File: src/rtl/eag_pkg.sv
`timescale 1ns/1ps
package eag_pkg;
  typedef enum logic [1:0] {
    ST_IDLE  = 2'd0,
    ST_READ  = 2'd1,
    ST_RESP  = 2'd2,
    ST_WBACK = 2'd3
  } eag_state_e;
endpackage

File: src/rtl/eag_form.sv
`timescale 1ns/1ps
module eag_form #(
  parameter int AW      = 12,
  parameter int OFFW    = 7,
  parameter int IW      = 12,
  parameter int AI_BASE = 8,
  parameter int AI_SPAN = 8
) (
  input  logic [IW-1:0] instr,
  input  logic [AW-1:0] iaddr,
  output logic [AW-1:0] formed,
  output logic          ind,
  output logic          ai_cell
);
  localparam int PW = AW - OFFW;
  localparam logic [OFFW:0] AI_LO = (OFFW+1)'(AI_BASE);
  localparam logic [OFFW:0] AI_HI = (OFFW+1)'(AI_BASE + AI_SPAN);

  logic            pg_sel;
  logic [OFFW-1:0] offs;
  logic            in_win;

  assign pg_sel = instr[OFFW];
  assign ind    = instr[OFFW+1];
  assign offs   = instr[OFFW-1:0];

  always_comb begin
    if (pg_sel) formed = {iaddr[AW-1:OFFW], offs};
    else        formed = {{PW{1'b0}}, offs};
  end

  assign in_win  = ({1'b0, offs} >= AI_LO) && ({1'b0, offs} < AI_HI);
  assign ai_cell = (formed[AW-1:OFFW] == '0) && in_win;
endmodule

File: src/rtl/eag_ctrl.sv
`timescale 1ns/1ps
module eag_ctrl
  import eag_pkg::*;
(
  input  logic       clk,
  input  logic       rst_n,
  input  logic       start,
  input  logic       ind,
  input  logic       ai_q,
  output eag_state_e state,
  output logic       load,
  output logic       cap
);
  eag_state_e state_nx;
  logic       st_en;

  always_comb begin
    state_nx = state;
    case (state)
      ST_IDLE:  if (start && ind) state_nx = ST_READ;
      ST_READ:  state_nx = ST_RESP;
      ST_RESP:  state_nx = ai_q ? ST_WBACK : ST_IDLE;
      ST_WBACK: state_nx = ST_IDLE;
      default:  state_nx = ST_IDLE;
    endcase
  end

  assign st_en = (state_nx != state);
  assign load  = (state == ST_IDLE) && start && ind;
  assign cap   = (state == ST_RESP) && ai_q;

  always_ff @(posedge clk or negedge rst_n) begin
    if (!rst_n)     state <= ST_IDLE;
    else if (st_en) state <= state_nx;
  end
endmodule

File: src/rtl/eag_dp.sv
`timescale 1ns/1ps
module eag_dp #(
  parameter int AW = 12
) (
  input  logic          clk,
  input  logic          rst_n,
  input  logic          load,
  input  logic          cap,
  input  logic [AW-1:0] formed,
  input  logic          ai_in,
  input  logic [AW-1:0] rdata,
  output logic [AW-1:0] addr_q,
  output logic          ai_q,
  output logic [AW-1:0] inc_q
);
  logic [AW-1:0] inc_nx;

  assign inc_nx = rdata + AW'(1);

  always_ff @(posedge clk or negedge rst_n) begin
    if (!rst_n) begin
      addr_q <= '0;
      ai_q   <= 1'b0;
    end else if (load) begin
      addr_q <= formed;
      ai_q   <= ai_in;
    end
  end

  always_ff @(posedge clk or negedge rst_n) begin
    if (!rst_n)   inc_q <= '0;
    else if (cap) inc_q <= inc_nx;
  end
endmodule

File: src/rtl/eaddr_gen.sv
`timescale 1ns/1ps
module eaddr_gen
  import eag_pkg::*;
#(
  parameter int AW      = 12,
  parameter int OFFW    = 7,
  parameter int OPW     = 3,
  parameter int AI_BASE = 8,
  parameter int AI_SPAN = 8,
  localparam int IW     = OPW + 2 + OFFW
) (
  input  logic          clk,
  input  logic          rst_n,
  input  logic          start_i,
  input  logic [IW-1:0] instr_i,
  input  logic [AW-1:0] iaddr_i,
  output logic [AW-1:0] mem_addr_o,
  output logic          mem_rd_o,
  output logic          mem_wr_o,
  output logic [AW-1:0] mem_wdata_o,
  input  logic [AW-1:0] mem_rdata_i,
  output logic [AW-1:0] ea_o,
  output logic          done_o
);
  logic [AW-1:0] formed;
  logic          ind;
  logic          ai_cell;
  eag_state_e    state;
  logic          load;
  logic          cap;
  logic [AW-1:0] addr_q;
  logic          ai_q;
  logic [AW-1:0] inc_q;
  logic          busy;

  eag_form #(
    .AW(AW), .OFFW(OFFW), .IW(IW), .AI_BASE(AI_BASE), .AI_SPAN(AI_SPAN)
  ) u_form (
    .instr(instr_i), .iaddr(iaddr_i), .formed(formed), .ind(ind), .ai_cell(ai_cell)
  );

  eag_ctrl u_ctrl (
    .clk(clk), .rst_n(rst_n), .start(start_i), .ind(ind), .ai_q(ai_q),
    .state(state), .load(load), .cap(cap)
  );

  eag_dp #(.AW(AW)) u_dp (
    .clk(clk), .rst_n(rst_n), .load(load), .cap(cap), .formed(formed),
    .ai_in(ai_cell), .rdata(mem_rdata_i), .addr_q(addr_q), .ai_q(ai_q), .inc_q(inc_q)
  );

  assign busy        = (state != ST_IDLE);
  assign mem_addr_o  = addr_q;
  assign mem_rd_o    = (state == ST_READ);
  assign mem_wr_o    = (state == ST_WBACK);
  assign mem_wdata_o = inc_q;

  always_comb begin
    ea_o   = '0;
    done_o = 1'b0;
    case (state)
      ST_IDLE: begin
        ea_o   = formed;
        done_o = start_i && !ind;
      end
      ST_RESP: begin
        ea_o   = mem_rdata_i;
        done_o = !ai_q;
      end
      ST_WBACK: begin
        ea_o   = inc_q;
        done_o = 1'b1;
      end
      default: begin
        ea_o   = '0;
        done_o = 1'b0;
      end
    endcase
  end
endmodule

File: config.mk
export PLATFORM = sky130hd
export DESIGN_NAME = eaddr_gen
export DESIGN_NICKNAME = d
export VERILOG_FILES = /design/src/rtl/eag_pkg.sv /design/src/rtl/eag_form.sv /design/src/rtl/eag_ctrl.sv /design/src/rtl/eag_dp.sv /design/src/rtl/eaddr_gen.sv
export SDC_FILE = /design/constraint.sdc
export NUM_CORES = 1
export LEC_CHECK = 0
export ABC_AREA = 1
export BUFFER_PORTS_ARGS = -buffer_cell sky130_fd_sc_hd__buf_2
export CORE_UTILIZATION = 45
export DETAILED_ROUTE_END_ITERATION = 10
export HOLD_SLACK_MARGIN = 0.08
export PLACE_DENSITY = 0.78
export SYNTH_ARGS = -nofsm -noshare
export SYNTH_HDL_FRONTEND = slang
export SYNTH_SLANG_ARGS = --single-unit
File: constraint.sdc
create_clock -name clk -period 2.51 [get_ports clk]
set_input_delay 0.251 -clock clk [delete_from_list [all_inputs] [get_ports clk]]
set_output_delay 0.251 -clock clk [all_outputs]
set_load 0.03 [all_outputs]
==> results of run 1 <==
final cells by class:
cell class | count | area, um2 | area share
Timing Repair Buffer | 68 | 345 | 0.175
Clock inverter | 1 | 5.00 | 0.00254
Tap cell | 46 | 57.6 | 0.0292
Multi-Input combinational cell | 145 | 764 | 0.388
Inverter | 26 | 97.6 | 0.0496
Sequential cell | 27 | 676 | 0.343
Clock buffer | 3 | 22.5 | 0.0114
cells by family (layout without fill, tap and decap cells):
logic type / count (synthesis) / in the layout / share of synthesized area
AO/OA/AOI/OAI: 33 / 33 / 0.167
XOR/XNOR: 2 / 2 / 0.0110
buffers and inverters: 33 / 98 / 0.0994
adder cells (fa/ha/maj): 1 / 1 / 0.00782
flip-flops: 27 / 27 / 0.423
AND/OR/NAND/NOR: 109 / 109 / 0.293
metrics by stage:
step | setup WS [ps] | hold WS (ps) | util
finish | 545 | 143 | 0.585
global route | 441 | 144 | 0.585
global placement | 923 | 298 | 0.574
floorplan | 885 | -44.6 | -
CTS | 538 | 133 | 0.585
detailed placement | 913 | 287 | 0.574
path summary, 6_finish.rpt:
check                                start               to  slack [ps]  depth (start not counted)
setup / recovery           u_ctrl.state[1]          ea_o[6]         540                          4
hold / removal              mem_rdata_i[0]    u_dp.inc_q[0]         140                          2
setup reg to reg           u_ctrl.state[0]    u_dp.inc_q[3]         960                          5
hold reg to reg             u_dp.addr_q[2]   u_dp.addr_q[2]         490                          2
max in group asynchronous            rst_n    u_dp.inc_q[4]        1680                          2
min in group asynchronous            rst_n  u_dp.addr_q[11]         440                          2
power groups by stage:
stage                     registers [mW]  logic, mW  clock network [mW]
after floorplan                    0.660      0.199                   0
after global placement             0.540      0.458                   0
after detailed placement           0.542      0.463                   0
after CTS                          0.534      0.466               0.194
after global routing               0.541      0.502               0.208
final                              0.534      0.463               0.187
per-layer routing:
| layer | GRT usage | up-vias | share of wire |
|---|---|---|---|
| met5 | 0 | - | 0 |
| met4 | 0.0540 | 0 | 0 |
| met3 | 0.0315 | 0 | 0.056 |
| met2 | 0.349 | 56 | 0.49 |
| met1 | 0.295 | 724 | 0.45 |
| li1 | - | 798 | - |
sequential cells by signal, indices dropped and copies added, names as in the netlist:
signal        flops
u_dp.ai_q         1
u_dp.inc_q       12
u_ctrl.state      2
u_dp.addr_q      12
placed cells by master (no fill, tap or decap):
| cell type | count |
|---|---|
| o221ai_1 | 12 |
| nand4_1 | 2 |
| nand3_1 | 16 |
| o21ai_2 | 13 |
| clkbuf_4 | 3 |
| inv_1 | 25 |
| buf_2 | 67 |
| or2_2 | 1 |
| o21ai_1 | 2 |
| xor2_1 | 2 |
| dlygate4sd3_1 | 1 |
| clkinv_2 | 1 |
| nor2_2 | 3 |
| dfrtp_1 | 27 |
| nand2_1 | 74 |
| nand3_4 | 1 |
| ha_1 | 1 |
| inv_2 | 1 |
| nand2_2 | 1 |
| nor2_1 | 10 |
| o211ai_2 | 1 |
| nor2_4 | 1 |
| o21ai_0 | 5 |
timing repair:
action / 4_1_cts / 5_1_grt
buffers inserted: 0 / 0
hold endpoints to repair: 27 / 0
endpoints found under the setup margin: 0 / 0
hold buffers: 1 / 0
critical path, stage by stage (launching register included):
cell and delay (ps):
dfrtp_1 460, nor2_2 210, inv_1 230, o221ai_1 250
buf_2 240
==> flow_summary.json, run 1 <==
{
  "wl_per_cell_um": 12.5,
  "firstDrtPassIters": 5,
  "cts_made_buffers": 3,
  "synth_top_area_share": 0.423,
  "drcViolationCount": 0,
  "port_buffers": 67,
  "grt_use_total": 0.213,
  "clock_sinks": 27,
  "max_slew.worst_pin.slew_ps": 577,
  "clock_power_share": 0.158,
  "synth_nets": 245,
  "end_kind": "output pin",
  "nets": 311,
  "start_util": 0.475,
  "ir_drop_v": 0.000245,
  "drive_gt1_frac": 0.344,
  "dp_cells": 311,
  "worstPathArrival_ps": 1710,
  "setup_viol": 0,
  "synth_ff_type": "dfrtp_1",
  "synth_seq_area_share": 0.423,
  "tns_ps": 0,
  "via_per_inst": 4.99,
  "synthTopCellsByCount": "nand2_1 (74), dfrtp_1 (27), inv_1 (25)",
  "rsz0062_at_grt": "false",
  "antenna_found_initial": 0,
  "status": "finished clean",
  "antenna_left": 0,
  "synth.cell_area_um2": 1600,
  "hold_violations": 0,
  "grt_pass1_vias": 1292,
  "synth_warnings": 0,
  "die_y_um": 61.6,
  "diodes": 0,
  "crit_required_ps": 2260,
  "synth_edf_count": 0,
  "startpoint_type": "flop",
  "fin_area_um2": 1970,
  "yosysMostFrequentCell": "nand2_1",
  "post-route-period-util": 0.783,
  "critPathKind": "reg -> out",
  "num_vias": 1578,
  "skew_ps": 8.27,
  "synth_top_area_cell": "dfrtp_1",
  "dieArea_um2": 3800,
  "power_frac_seq": 0.451,
  "fmax_ghz": 0.509,
  "p_int_mw": 0.691,
  "max-clock-path-buffers": 2,
  "core_area_um2": 3360,
  "grt_max_degree": 28,
  "clk_pin_slew_ps": 140,
  "post_cts_resized": 0,
  "htreeDepth": 1,
  "hold_class": "in -> reg",
  "grt_pass1_wl_mm": 5.89,
  "crit_fanout": 12,
  "synth_cell_type_count": 22,
  "drv_slew": 0,
  "cts-root-buf": "clkbuf_4",
  "place_area_um2": 1930,
  "period_minus_slack_ps": 1970,
  "clk-insertion-delay-late_ps": 320,
  "syn_inst": 205,
  "synth_seq_cells": 27,
  "p_sw_frac": 0.416,
  "power.leakage_nw": 1.05,
  "maxCapViolations": 0,
  "netSwitchingPower_mw": 0.493,
  "synth_area_per_cell_um2": 7.80,
  "ios": 78,
  "grt-ovfl-total": 0,
  "die_x_um": 61.6,
  "areaGrowthSynthToFinish_pct": 23.1,
  "synth_area_leaders": "dfrtp_1 (42%), nand2_1 (17%), o21ai_2 (7.1%)",
  "dp_hpwl_mm": 3.02,
  "finalNonFillerCells": 316,
  "p_comb_frac": 0.391,
  "async_flop_share": 1.00,
  "first_iter_violations": 68,
  "gp_congestion": 0.884,
  "max_slew_margin": 0.616,
  "power_density_nw_per_um2": 601,
  "fillers": 367,
  "wl_mm": 3.94,
  "cts_tree": "built",
  "total_power_mw": 1.18,
  "placementRows": 21
}
(Power assumes the default switching activity.)
==> run 2, diff against run 1 <==
--- a/config.mk
+++ b/config.mk
@@ -7,10 +7,10 @@
 export LEC_CHECK = 0
 export ABC_AREA = 1
 export BUFFER_PORTS_ARGS = -buffer_cell sky130_fd_sc_hd__buf_2
-export CORE_UTILIZATION = 45
+export CORE_UTILIZATION = 41
 export DETAILED_ROUTE_END_ITERATION = 10
 export HOLD_SLACK_MARGIN = 0.08
-export PLACE_DENSITY = 0.78
+export PLACE_DENSITY = 0.75
 export SYNTH_ARGS = -nofsm -noshare
 export SYNTH_HDL_FRONTEND = slang
 export SYNTH_SLANG_ARGS = --single-unit
==> constraint.sdc (replaced) <==
create_clock -name clk -period 1.65 [get_ports clk]
set_input_delay 0.165 -clock clk [delete_from_list [all_inputs] [get_ports clk]]
set_output_delay 0.165 -clock clk [all_outputs]
set_load 0.03 [all_outputs]
==> run 2 against run 1 <==
Compared with the run above: the flow now finishes with violations (negative setup slack); combinational power rose by 70%; clock power increased by 110%; worst hold slack got worse by 32 ps; clock skew rose by 0.77 ps; design area up 10%; total power rose by 68%; core utilization grew 0.27 points; non-clock buffer count is 3 higher; register-to-register slack worse by 770 ps; first-iteration DRC count up 5.9%; sequential power grew 52%.
==> flow_summary.json, run 2 (synthesis results as in run 1) <==
{
  "core_area_um2": 3690,
  "crit_fanout": 6,
  "port_buffers": 67,
  "cts_made_buffers": 3,
  "end_kind": "output pin",
  "via_per_inst": 5.04,
  "fin_area_um2": 2170,
  "max-clock-path-buffers": 2,
  "first_iter_violations": 72,
  "antenna_left": 0,
  "die_y_um": 64.5,
  "reg2reg_slack_ps": 190,
  "cpPeakStageDelay_ps": 460,
  "violations": "negative setup slack",
  "crit_required_ps": 1480,
  "grt_use_total": 0.216,
  "r2r_start": "u_ctrl.state[1]",
  "firstDrtPassIters": 4,
  "hold_violations": 0,
  "final_common_cell": "nand2_1",
  "clk-insertion-delay-late_ps": 280,
  "grt_pass1_wl_mm": 6.95,
  "path_delay_family": "flip-flops",
  "drv_slew": 0,
  "fmax_ghz": 0.580,
  "grt_pass1_vias": 1490,
  "cts-root-buf": "clkbuf_8",
  "tns_ps": -529,
  "reg2reg_depth": 5,
  "startpoint_type": "flop",
  "wl_per_cell_um": 13.1,
  "place_area_um2": 1950,
  "dieArea_um2": 4150,
  "start_util": 0.434,
  "hold_class": "in -> reg",
  "cts_tree": "built",
  "fin_ws_ps": -74.7,
  "worstPathArrival_ps": 1560,
  "areaGrowthSynthToFinish_pct": 35.6,
  "placementRows": 22,
  "skew_ps": 9.05,
  "power.leakage_nw": 1.09,
  "final_cell_mix": "nand2_1 (73), buf_2 (54), dfrtp_1 (25)",
  "max_slew.worst_pin.slew_ps": 613,
  "path_buf_inv": 2,
  "hp-start": "mem_rdata_i[0]",
  "reg.largest.list": "u_dp.addr_q: 12 flops, u_dp.inc_q: 12 flops, u_ctrl.state: 2 flops",
  "ios": 78,
  "critPathKind": "reg -> out",
  "dp_hpwl_mm": 3.07,
  "critPathSlowestCell": "dfrtp_2",
  "diodes": 0,
  "grt_max_degree": 28,
  "drcViolationCount": 0,
  "drive_gt1_frac": 0.404,
  "wl_mm": 4.24,
  "setup_viol": 12,
  "holdPathStages": 2,
  "grt-ovfl-total": 0,
  "die_x_um": 64.5,
  "ir_drop_v": 0.000417,
  "num_vias": 1627,
  "antenna_found_initial": 0,
  "rsz0062_at_grt": "true",
  "htreeDepth": 1,
  "gp_congestion": 0.883,
  "power_density_nw_per_um2": 918,
  "maxCapViolations": 0,
  "total_power_mw": 1.99,
  "status": "complete, but fails checks",
  "period_minus_slack_ps": 1720,
  "clock_sinks": 27,
  "worstReg2RegEnd": "u_dp.addr_q[6]",
  "clk_pin_slew_ps": 90,
  "max_slew_margin": 0.591,
  "path_cells": "nor2_4 -> clkinvlp_4 -> o221ai_1 -> buf_4",
  "fillers": 375,
  "nets": 316,
  "hold_end": "u_dp.inc_q[0]",
  "post-route-period-util": 1.05
}
[run 2: layer usage]
layer	vias up	wire length [um]	GRT usage
li1	814	-	-
met1	749	1930	0.295
met2	58	2030	0.361
met3	6	240	0.0282
met4	0	46	0.0583
met5	-	0	0
[run 2: layout make-up]
type / count / area [um2] / share of cell area
Timing Repair inverter: 2 / 15.0 / 0.00692
Sequential cell: 27 / 678 / 0.313
Clock inverter: 1 / 5.00 / 0.00231
Clock buffer: 3 / 41.3 / 0.0190
Tap cell: 48 / 60.1 / 0.0277
Multi-Input combinational cell: 145 / 841 / 0.388
Inverter: 26 / 105 / 0.0485
Timing Repair Buffer: 71 / 423 / 0.195
[run 2: per-stage QoR]
step	hold WS, ps	std cells	setup slack [ps]	utilization
after global routing	115	323	-129	0.588
after global placement	214	315	240	0.528
final	111	323	-74.7	0.588
after floorplan	-131	205	111	-
after CTS	109	323	-65.2	0.573
after detailed placement	210	315	185	0.528
[run 2: what timing repair did]
| action | in CTS | in global routing |
|---|---|---|
| endpoints found under the hold margin | 27 | 0 |
| setup buffers | 1 | 0 |
| hold buffers | 1 | 0 |
| gates resized for setup | 28 | 10 |
| pin swaps | 1 | 1 |
| endpoints found under the setup margin | 12 | 13 |
| gates cloned | 2 | 0 |
[run 2: worst max-delay path by stage]
stage / start / end / depth (start not counted)
2_1_floorplan: u_ctrl.state[1] / ea_o[11] / 4
3_3_place_gp: u_ctrl.state[1] / ea_o[3] / 5
3_5_place_dp: u_ctrl.state[1] / ea_o[3] / 5
4_1_cts: u_ctrl.state[0] / ea_o[8] / 4
5_1_grt: u_ctrl.state[1] / ea_o[7] / 4
6_report: u_ctrl.state[1] / ea_o[0] / 4
[run 2: power breakdown]
group          internal (mW)  switching (mW)  total [mW]
sequential             0.755          0.0589       0.814
clock                  0.170           0.221       0.390
combinational          0.257           0.528       0.786
==> run 3, diff against run 2 <==
--- a/config.mk
+++ b/config.mk
@@ -11,6 +11,7 @@
 export DETAILED_ROUTE_END_ITERATION = 10
 export HOLD_SLACK_MARGIN = 0.08
 export PLACE_DENSITY = 0.75
+export REMOVE_ABC_BUFFERS = 1
 export SYNTH_ARGS = -nofsm -noshare
 export SYNTH_HDL_FRONTEND = slang
 export SYNTH_SLANG_ARGS = --single-unit
==> run 3 against run 2 <==
Compared with the run above: the flow still finishes with violations (negative setup slack); design area rose by 0.98%; via count is 0.80% higher; routed wire length grew 3.3%.
==> flow_summary.json, run 3 (synthesis results as in run 1) <==
{
  "fin_area_um2": 2190,
  "clk-insertion-delay-late_ps": 280,
  "place_area_um2": 1950,
  "port_buffers": 67,
  "grt_pass1_vias": 1462,
  "grt_pass1_wl_mm": 6.96,
  "p_int_mw": 1.19,
  "drcViolationCount": 0,
  "drv_slew": 0,
  "netSwitchingPower_mw": 0.805,
  "total_power_mw": 2.00,
  "nets": 320,
  "dp_slack_ps": 189,
  "end_kind": "output pin",
  "dieArea_um2": 4150,
  "finalNonFillerCells": 327,
  "gp_congestion": 0.897,
  "die_y_um": 64.5,
  "power_density_nw_per_um2": 913,
  "ios": 78,
  "die_x_um": 64.5,
  "placementRows": 22,
  "crit_fanout": 6,
  "maxCapViolations": 0,
  "antenna_found_initial": 0,
  "power.leakage_nw": 1.11,
  "fin_ws_ps": -136,
  "violations": "negative setup slack",
  "grt_max_degree": 28,
  "cts-root-buf": "clkbuf_8",
  "p_sw_frac": 0.403,
  "ir_drop_v": 0.000497,
  "grt_use_total": 0.223,
  "num_vias": 1640,
  "wl_mm": 4.38,
  "clock_sinks": 27,
  "fmax_ghz": 0.560,
  "start_util": 0.434,
  "max_slew.worst_pin.slew_ps": 644,
  "rsz0062_at_grt": "true",
  "drive_gt1_frac": 0.401,
  "areaGrowthSynthToFinish_pct": 36.9,
  "htreeDepth": 1,
  "reg.largest.list": "u_dp.addr_q: 12 flops, u_dp.inc_q: 12 flops, u_ctrl.state: 2 flops",
  "status": "complete, but fails checks",
  "cts_tree": "built",
  "setup_viol": 13,
  "final_common_cell": "nand2_1",
  "final_cell_mix": "nand2_1 (73), buf_2 (55), dfrtp_1 (26)",
  "worstPathArrival_ps": 1620,
  "tns_ps": -1160,
  "startpoint_type": "flop",
  "antenna_left": 0,
  "cts_made_buffers": 3,
  "max-clock-path-buffers": 2,
  "hold_violations": 0,
  "hold_class": "in -> reg",
  "firstDrtPassIters": 4,
  "period_minus_slack_ps": 1790,
  "diodes": 0,
  "fillers": 352,
  "dp_hpwl_mm": 3.10,
  "first_iter_violations": 56,
  "p_comb_frac": 0.399,
  "grt-ovfl-total": 0,
  "power_frac_seq": 0.406,
  "critPathKind": "reg -> out",
  "core_area_um2": 3690,
  "max_slew_margin": 0.571,
  "post-route-period-util": 1.08,
  "skew_ps": 1.34,
  "clk_pin_slew_ps": 90,
  "via_per_inst": 5.02,
  "crit_required_ps": 1480,
  "clock_power_share": 0.195,
  "wl_per_cell_um": 13.4,
  "dp_cells": 315
}
## run 3: what timing repair did
item / 4_1_cts / 5_1_grt
hold endpoints to repair: 27 / 0
endpoints found under the setup margin: 12 / 14
setup buffers: 5 / 1
resized for setup: 27 / 9
pin swaps: 1 / 1
gates cloned: 1 / 0
hold buffers: 1 / 0
## run 3: critical path: stages (launching register included)
cell and delay [ps]:
dfrtp_2 460, nor2_4 210, clkinvlp_4 260, o221ai_1 220
buf_4 190
## run 3: final cells by class
class                           instances  area [um2]  share of cell area
Sequential cell                        27         677               0.309
Multi-Input combinational cell        145         830               0.379
Tap cell                               48        60.1              0.0274
Timing Repair Buffer                   76         465               0.213
Inverter                               26         105              0.0480
Timing Repair inverter                  1        7.51             0.00343
Clock buffer                            4        45.0              0.0206
## run 3: through the flow
stage / hold WS [ps] / utilization
final: 102 / 0.594
after global routing: 109 / 0.594
after CTS: 99.9 / 0.578
after detailed placement: 215 / 0.528
after global placement: 212 / 0.528
after floorplan: -131 / -
## run 3: path summary, 6_finish.rpt
kind / endpoint / start / slack [ps] / cells after the start
setup / recovery: ea_o[1] / u_ctrl.state[1] / -140 / 4
hold / removal: u_dp.inc_q[0] / mem_rdata_i[0] / 100 / 2
setup reg to reg: u_dp.addr_q[9] / u_ctrl.state[1] / 100 / 6
hold reg to reg: u_dp.addr_q[0] / u_dp.addr_q[0] / 480 / 2
max in group asynchronous: u_ctrl.state[1] / rst_n / 740 / 2
min in group asynchronous: u_dp.inc_q[1] / rst_n / 460 / 2
## run 3: per-layer routing
| metal | up-vias | routed length (um) | global-route usage | part of all wire |
|---|---|---|---|---|
| met3 | 7 | 349 | 0.0264 | 0.080 |
| li1 | 820 | - | - | - |
| met1 | 746 | 1820 | 0.298 | 0.42 |
| met2 | 67 | 2140 | 0.376 | 0.49 |
| met5 | - | 0 | 0 | 0 |
| met4 | 0 | 66 | 0.0694 | 0.015 |
## run 3: power groups by stage
stage | logic (mW) | clock network [mW] | registers [mW]
after floorplan | 0.289 | 0 | 1.00
after global placement | 0.702 | 0 | 0.819
after detailed placement | 0.712 | 0 | 0.823
after CTS | 0.772 | 0.396 | 0.811
after global routing | 0.853 | 0.436 | 0.825
final | 0.796 | 0.390 | 0.812
